### config.mk
export PLATFORM = sky130hd
export DESIGN_NAME = sar_adc_seq
export DESIGN_NICKNAME = d
export VERILOG_FILES = /design/src/rtl/sar_adc_seq.sv
export SDC_FILE = /design/constraint.sdc
export NUM_CORES = 1
export LEC_CHECK = 0
export BUFFER_PORTS_ARGS = -buffer_cell sky130_fd_sc_hd__buf_4
export CORE_MARGIN = 2
export CORE_UTILIZATION = 55
export DETAILED_ROUTE_END_ITERATION = 10
export PLACE_DENSITY = 0.76
export SYNTH_ARGS = -nofsm -noshare
export SYNTH_HDL_FRONTEND = slang
export SYNTH_SLANG_ARGS = --single-unit
### constraint.sdc
create_clock -name clk -period 4.2 [get_ports clk]
set_clock_uncertainty 0.05 [all_clocks]
set_input_delay 0.84 -clock clk [delete_from_list [all_inputs] [get_ports clk]]
set_output_delay 0.84 -clock clk [all_outputs]
set_load 0.05 [all_outputs]
### src/rtl/sar_adc_seq.sv
module sar_adc_seq #(
  parameter int NBITS    = 10,
  parameter int CH_W     = 3,
  parameter int WARM_CYC = 700,
  parameter int SAMP_CYC = 8,
  parameter int CMP_CYC  = 2
) (
  input  logic             clk,
  input  logic             rst_n,
  input  logic             enable,
  input  logic             run,
  input  logic             standby,
  input  logic [CH_W-1:0]  chan_sel,
  input  logic             cmp_hi,
  output logic [CH_W-1:0]  chan_out,
  output logic             sample_en,
  output logic [NBITS-1:0] tap_code,
  output logic [NBITS-1:0] result,
  output logic             result_suspect,
  output logic             eoc_irq,
  output logic             busy
);
  localparam int MAXC   = (SAMP_CYC > CMP_CYC) ? SAMP_CYC : CMP_CYC;
  localparam int CNT_W  = $clog2(MAXC + 1);
  localparam int IDX_W  = (NBITS > 1) ? $clog2(NBITS) : 1;
  localparam int WARM_W = $clog2(WARM_CYC + 1);

  typedef enum logic [1:0] {S_IDLE, S_SAMP, S_CONV} st_t;

  st_t              st;
  logic [CNT_W-1:0] cnt;
  logic [IDX_W-1:0] idx;
  logic [NBITS-1:0] sar;
  logic [NBITS-1:0] decided;
  logic [WARM_W-1:0] warm;
  logic             first_bad;

  wire go        = run && !standby;
  wire ready     = enable && (warm == WARM_W'(WARM_CYC));
  wire samp_done = (st == S_SAMP) && (cnt == CNT_W'(SAMP_CYC - 1));
  wire step      = (st == S_CONV) && (cnt == CNT_W'(CMP_CYC - 1));

  always_comb begin
    decided      = sar;
    decided[idx] = cmp_hi;
  end

  wire [NBITS-1:0] trial_next =
    decided | ((idx == '0) ? '0 : (NBITS'(1) << (idx - 1'b1)));

  assign sample_en = (st == S_SAMP);
  assign busy      = (st != S_IDLE);
  assign tap_code  = (st == S_CONV) ? sar : '0;

  always_ff @(posedge clk) begin
    if (!rst_n || !enable) warm <= '0;
    else if (!ready)       warm <= warm + 1'b1;
  end

  always_ff @(posedge clk) begin
    if (!rst_n) begin
      st             <= S_IDLE;
      cnt            <= '0;
      idx            <= '0;
      sar            <= '0;
      chan_out       <= '0;
      result         <= '0;
      result_suspect <= 1'b0;
      eoc_irq        <= 1'b0;
      first_bad      <= 1'b0;
    end else begin
      eoc_irq <= 1'b0;
      if (!go) begin
        st <= S_IDLE;
      end else begin
        case (st)
          S_IDLE: begin
            st        <= S_SAMP;
            cnt       <= '0;
            chan_out  <= chan_sel;
            first_bad <= !ready;
          end
          S_SAMP: begin
            if (samp_done) begin
              st  <= S_CONV;
              cnt <= '0;
              idx <= IDX_W'(NBITS - 1);
              sar <= NBITS'(1) << (NBITS - 1);
            end else begin
              cnt <= cnt + 1'b1;
            end
          end
          S_CONV: begin
            if (!step) begin
              cnt <= cnt + 1'b1;
            end else begin
              cnt <= '0;
              if (idx != '0) begin
                sar <= trial_next;
                idx <= idx - 1'b1;
              end else begin
                result         <= decided;
                result_suspect <= first_bad;
                first_bad      <= 1'b0;
                eoc_irq        <= 1'b1;
                st             <= S_SAMP;
                chan_out       <= chan_sel;
              end
            end
          end
          default: st <= S_IDLE;
        endcase
      end
    end
  end
endmodule

==> metrics.yaml, run 1 <==
critical_path:
  crit_required_ps: 3310
  critPathKind: "flip-flop to output port"
  r2r_slack_ps: 1480
  cpMaxStageDelayCell: "ha_1"
  critPathCaptureType: "output port"
  crit_fanout: 28
  path_cells: "inv_1 -> ha_1 -> and2_1 -> buf_4"
  critPathMaxStageDelay_ps: 680
  worstSetupStartpointType: "flip-flop"
  arrival_ps: 1860
synthesis:
  syn_area_um2: 2550
  ys_top_cells_by_count: "46 x dfxtp_1, 26 x nor2_1, 18 x nand2_1, 17 x a21oi_1, 14 x mux2i_1"
  yosys_warnings: 0
  synth_edf_count: 0
  syn_nets: 310
  synth_top_cell_by_area: "dfxtp_1"
  netlist_instances: 288
  yosys-top-cells-area: "dfxtp_1 36%, ha_1 6.4%, mux2i_1 5.5%"
  yosysMostFrequentCell: "dfxtp_1"
  synth_top_area_frac: 0.361
  synth.ff_latch_count: 46
  ys.flop_type: "dfxtp_1"
  avgSynthCellArea_um2: 8.85
  yosysUniqueCellTypes: 57
  yosysSeqAreaShare: 0.361
  async_flop_share: 0
global_routing:
  busiest_layer: "met2"
  antenna_found_initial: 0
  grt_pass1_wl_um: 9470
  met3_usage: 0.0431
  met1_usage: 0.297
  use_met2: 0.384
  grt_pass1_vias: 2020
  grt_max_degree: 29
  grt-ovfl-total: 0
  gr-usage-all-layers: 0.231
detailed_routing:
  wl_per_cell_um: 15.1
  dr.pass1.iters: 4
  via_count: 2153
  final_antenna_net_count: 0
  wl_um: 5550
  drc: 0
  via_per_inst: 5.85
  drt-initial-drc-count: 163
cells_and_area:
  syn_to_final_growth_pct: 14.8
  fin_nets: 337
  multi_input_area_um2: 1530
  final_core_util: 0.663
  diodes: 0
  seq_area_um2: 921
  drive_gt1_frac: 0.174
  fill_cells: 378
clocking:
  cts_resized: 0
  cts_buffers: 5
  post_cts_buffers: 0
  cts_tree: "built"
  path_clk_slew_ps: 80
  clock_tree.buffer_depth: 2
  cts-root-buf: "clkbuf_8"
  htreeDepth: 2
  hold_buffers: 0
  cts_sinks: 46
  insertion_delay_ps: 300
power_and_ir_drop:
  irDropWorstVdd_uv: 164
  powerDensity_nw_per_um2: 281
  leakage_uw: 0.00111
  finalPower_uw: 822
floorplan:
  die_w_um: 72.1
  fp.coreArea_um2: 4410
  std_cell_rows: 24
  io_pins: 36
  die_h_um: 72.1
  start_util: 0.577
  dieArea_um2: 5190
sta:
  drv_slew: 0
  setup_viol: 0
  period_needed_ps: 2750
  period_share: 0.654
  rsz0062_at_grt: "no"
  fin_setup_tns_ps: 0
  clock.fmax_mhz: 364
  relSlewSlack: 0.353
  worstMarginPinSlew_ps: 958
  hold_viol_final: 0
job:
  maxCapViolations: 0
placement:
  gp_congestion: 0.884
  hpwlAfterDp_um: 3970
  portBuffers: 35
run_status:
  status: "finished, final reports clean"
hold_path:
  hp-class: "flip-flop to flip-flop"
[placed cells by master, fill, tap and decap left out, drive strengths merged, types with 9 or more instances in the layout]
cell	Yosys	layout
a21oi	17	17
and2	11	11
buf	3	35
dfxtp	46	46
ha	13	13
inv	9	9
mux2i	14	14
nand2	18	18
nor2	27	27
[routing by layer]
layer / part of all wire / vias up
met3: 0.047 / 6
met5: 0 / -
met4: 0.015 / 0
met1: 0.47 / 986
li1: - / 1101
met2: 0.47 / 60
[power breakdown]
group | switching [µW] | internal (µW)
Combinational | 32.5 | 15.9
Clock | 154 | 178
Sequential | 2.72 | 439
Total | 189 | 633
[metrics by stage]
step           hold WS [ps]  cells  instance area, µm²  worst slack (ps)
2_1_floorplan           378    288                2550              1710
3_3_place_gp            406    360                2820              1580
3_5_place_dp            412    360                2820              1480
4_1_cts                 424    368                2930              1440
5_1_grt                 455    368                2930              1180
6_report                428    368                2930              1450
[final cells by class]
cell class,instances,area share
flip-flops and latches,46,0.315
inverters,9,0.0115
multi-input cells,218,0.524
clock inverters,2,0.0128
repair buffers,35,0.0898
well taps,52,0.0222
clock buffers,6,0.0248
[sequential cells by signal (all words and copies together) (netlist names)]
name / count
sar: 10
result: 10
result_suspect: 1
cnt: 4
chan_out: 3
warm: 10
idx: 4
first_bad: 1
st: 2
eoc_irq: 1
[final timing paths]
path | from | end | cells past startpoint
setup / recovery | st[0]$_SDFFE_PN0P_ | tap_code[6] | 4
hold / removal | warm[5]$_SDFFE_PP0N_ | warm[5]$_SDFFE_PP0N_ | 1
setup reg to reg | st[0]$_SDFFE_PN0P_ | result_suspect$_SDFFE_PN0P_ | 6
hold reg to reg | warm[5]$_SDFFE_PP0N_ | warm[5]$_SDFFE_PP0N_ | 1
[logic make-up after synthesis]
family,after synthesis,synth area share
AOI/OAI and AO/OA,68,0.199
xor gates and xnor gates,5,0.0172
adders and majority gates,13,0.0638
buffers and inverters,24,0.0368
DFF,46,0.361
muxes,17,0.0682
and+or+nand+nor,115,0.254
[critical path: cells and delay by family (launching register included)]
kind                     cells  cell delay [ps]
adder cells (fa/ha/maj)      1              680
buffers and inverters        2              290
AND/OR/NAND/NOR              1              240
flip-flops                   1              340
Power figures use the tool's default switching activity.
==> run 2: changes to the inputs <==
--- a/config.mk
+++ b/config.mk
@@ -7,9 +7,9 @@
 export LEC_CHECK = 0
 export BUFFER_PORTS_ARGS = -buffer_cell sky130_fd_sc_hd__buf_4
 export CORE_MARGIN = 2
-export CORE_UTILIZATION = 55
+export CORE_UTILIZATION = 51
 export DETAILED_ROUTE_END_ITERATION = 10
-export PLACE_DENSITY = 0.76
+export PLACE_DENSITY = 0.74
 export SYNTH_ARGS = -nofsm -noshare
 export SYNTH_HDL_FRONTEND = slang
 export SYNTH_SLANG_ARGS = --single-unit
==> constraint.sdc (replaced) <==
create_clock -name clk -period 2.35 [get_ports clk]
set_clock_uncertainty 0.05 [all_clocks]
set_input_delay 0.47 -clock clk [delete_from_list [all_inputs] [get_ports clk]]
set_output_delay 0.47 -clock clk [all_outputs]
set_load 0.05 [all_outputs]
==> run 2 against run 1 <==
Via count grew 4.9%. Routed wire length rose by 1.3%. Die area is 7.4% higher. Count of clock-buffer cells in the layout shrank 1. Core utilization decreased by 2.8 points. First-iteration DRC count rose by 2.5%. Hold slack got worse by 47 ps. Sequential power increased by 79%. Sequential share of layout area shrank 1.2 points. Critical path type is now flip-flop to flip-flop. Largest cell class unchanged. Largest power group unchanged. Highest routed layer unchanged.
==> metrics.yaml, run 2 (synthesis gave the netlist of run 1 again) <==
power_and_ir_drop:
  powerDensity_nw_per_um2: 450
  p_comb_frac: 0.067
  intPower_uw: 1030
  irDropWorstVdd_uv: 326
  power_frac_seq: 0.577
  swShare: 0.250
  finalPower_uw: 1370
  p_switching_uw: 342
  pwr-share-clk: 0.356
  leakage_uw: 0.00117
job:
  maxCapViolations: 0
detailed_routing:
  dr.pass1.iters: 5
  via_count: 2259
  via_per_inst: 5.68
  wl_um: 5620
  drc: 0
  final_antenna_net_count: 0
  drt-initial-drc-count: 167
  wl_per_cell_um: 14.1
floorplan:
  std_cell_rows: 25
  die_h_um: 74.7
  fp.coreArea_um2: 4790
  die_w_um: 74.7
  start_util: 0.533
  io_pins: 36
  dieArea_um2: 5580
critical_path:
  cp-startpoint: "st[1]$_SDFFE_PN0P_"
  timing.rr.start: "st[1]$_SDFFE_PN0P_"
  worstSetupStartpointType: "flip-flop"
  r2r_slack_ps: 110
  crit_fanout: 4
  crit_end: "sar[9]$_SDFFE_PN0P_"
  r2r_cells: 7
  r2r-end: "sar[9]$_SDFFE_PN0P_"
  crit_required_ps: 2500
  cpMaxStageDelayCell: "or4b_4"
  critPathCaptureType: "flip-flop"
  critPathKind: "flip-flop to flip-flop"
  path_cells: "inv_1 -> ha_2 -> or4b_4 -> a2111oi_4 -> buf_4 -> nand3_1 -> o221a_1"
  arrival_ps: 2390
  critPathMaxStageDelay_ps: 520
hold_path:
  hp-class: "input port to flip-flop"
placement:
  gp_congestion: 0.841
  portBuffers: 35
  hpwlAfterDp_um: 4180
  placed_area_um2: 2940
clocking:
  cts_tree: "built"
  path_clk_slew_ps: 80
  clock_tree.buffer_depth: 2
  htreeDepth: 2
  insertion_delay_ps: 310
  cts-root-buf: "clkbuf_8"
  hold_buffers: 0
  cts_buffers: 5
  cts_sinks: 46
sta:
  period_share: 0.953
  clock.fmax_mhz: 447
  hold_viol_final: 0
  setup_viol: 0
  fin_setup_tns_ps: 0
  rsz0062_at_grt: "no"
  drv_slew: 0
  relSlewSlack: 0.639
  whs_ps: 381
  worstMarginPinSlew_ps: 534
  period_needed_ps: 2240
cells_and_area:
  syn_to_final_growth_pct: 19.3
  drive_gt1_frac: 0.218
  layout_common_cells: "50 x buf_4, 46 x dfxtp_1, 26 x nor2_1, 18 x nand2_1, 17 x a21oi_1"
  fill_cells: 424
  layout.cells.most_common: "buf_4"
  diodes: 0
  top_regs: "result: 10 flops, sar: 10 flops, warm: 10 flops"
  final_area_um2: 3040
  final_core_util: 0.635
  fin_nets: 352
global_routing:
  grt_pass1_wl_um: 9190
  gr-usage-all-layers: 0.213
  grt-ovfl-total: 0
  antenna_found_initial: 0
  grt_pass1_vias: 1944
  grt_max_degree: 20
run_status:
  status: "finished, final reports clean"
[run 2: repair_timing]
item / 4_1_cts / 5_1_grt
gates resized for setup: 0 / 0
setup endpoints to repair: 1 / 0
buffers inserted: 2 / 0
[run 2: how the worst min path moves through the flow]
| stage | start | end | slack (ps) | cells after the start |
|---|---|---|---|---|
| 2_1_floorplan | warm[5]$_SDFFE_PP0N_ | warm[5]$_SDFFE_PP0N_ | 380 | 1 |
| 3_3_place_gp | warm[5]$_SDFFE_PP0N_ | warm[5]$_SDFFE_PP0N_ | 410 | 1 |
| 3_5_place_dp | warm[5]$_SDFFE_PP0N_ | warm[5]$_SDFFE_PP0N_ | 420 | 1 |
| 4_1_cts | chan_sel[0] | chan_out[0]$_SDFFE_PN0P_ | 370 | 3 |
| 5_1_grt | chan_sel[0] | chan_out[0]$_SDFFE_PN0P_ | 360 | 3 |
| 6_report | chan_sel[0] | chan_out[0]$_SDFFE_PN0P_ | 380 | 3 |
[run 2: critical path, delay by kind of cell, from the launching register on]
| family | cells | cell delay [ps] |
|---|---|---|
| compound gates | 2 | 670 |
| simple gates | 2 | 590 |
| flops | 1 | 390 |
| buf+inv | 2 | 270 |
| fa+ha+maj | 1 | 170 |
[run 2: metrics by stage]
| step | instances | setup slack, ps |
|---|---|---|
| after floorplan | 288 | 91.1 |
| after global placement | 388 | 96.3 |
| after detailed placement | 388 | 4.94 |
| after CTS | 398 | 119 |
| after global routing | 398 | 21.3 |
| final | 398 | 111 |
[run 2: layout make-up]
type,count,area (µm²),share of cell area
Sequential cell,46,921,0.303
Timing Repair Buffer,50,375,0.123
Inverter,9,33.8,0.0111
Clock buffer,5,68.8,0.0226
Multi-Input combinational cell,218,1540,0.505
Tap cell,67,83.8,0.0276
Clock inverter,3,21.3,0.00700
[run 2: routing by layer]
| layer | routed length, µm | GRT usage | share of wire |
|---|---|---|---|
| met1 | 2800 | 0.306 | 0.50 |
| met2 | 2480 | 0.324 | 0.44 |
| met3 | 265 | 0.0415 | 0.047 |
| met4 | 70 | 0.0694 | 0.012 |
| met5 | 0 | 0 | 0 |
[run 2: power groups by stage]
| stage | Combinational, µW | Clock (µW) | Sequential (µW) |
|---|---|---|---|
| detailed placement | 90.8 | 0 | 808 |
| finish | 91.2 | 487 | 790 |
| global placement | 90.6 | 0 | 808 |
| floorplan | 48.1 | 0 | 816 |
| global route | 100 | 524 | 791 |
| CTS | 91.2 | 497 | 790 |
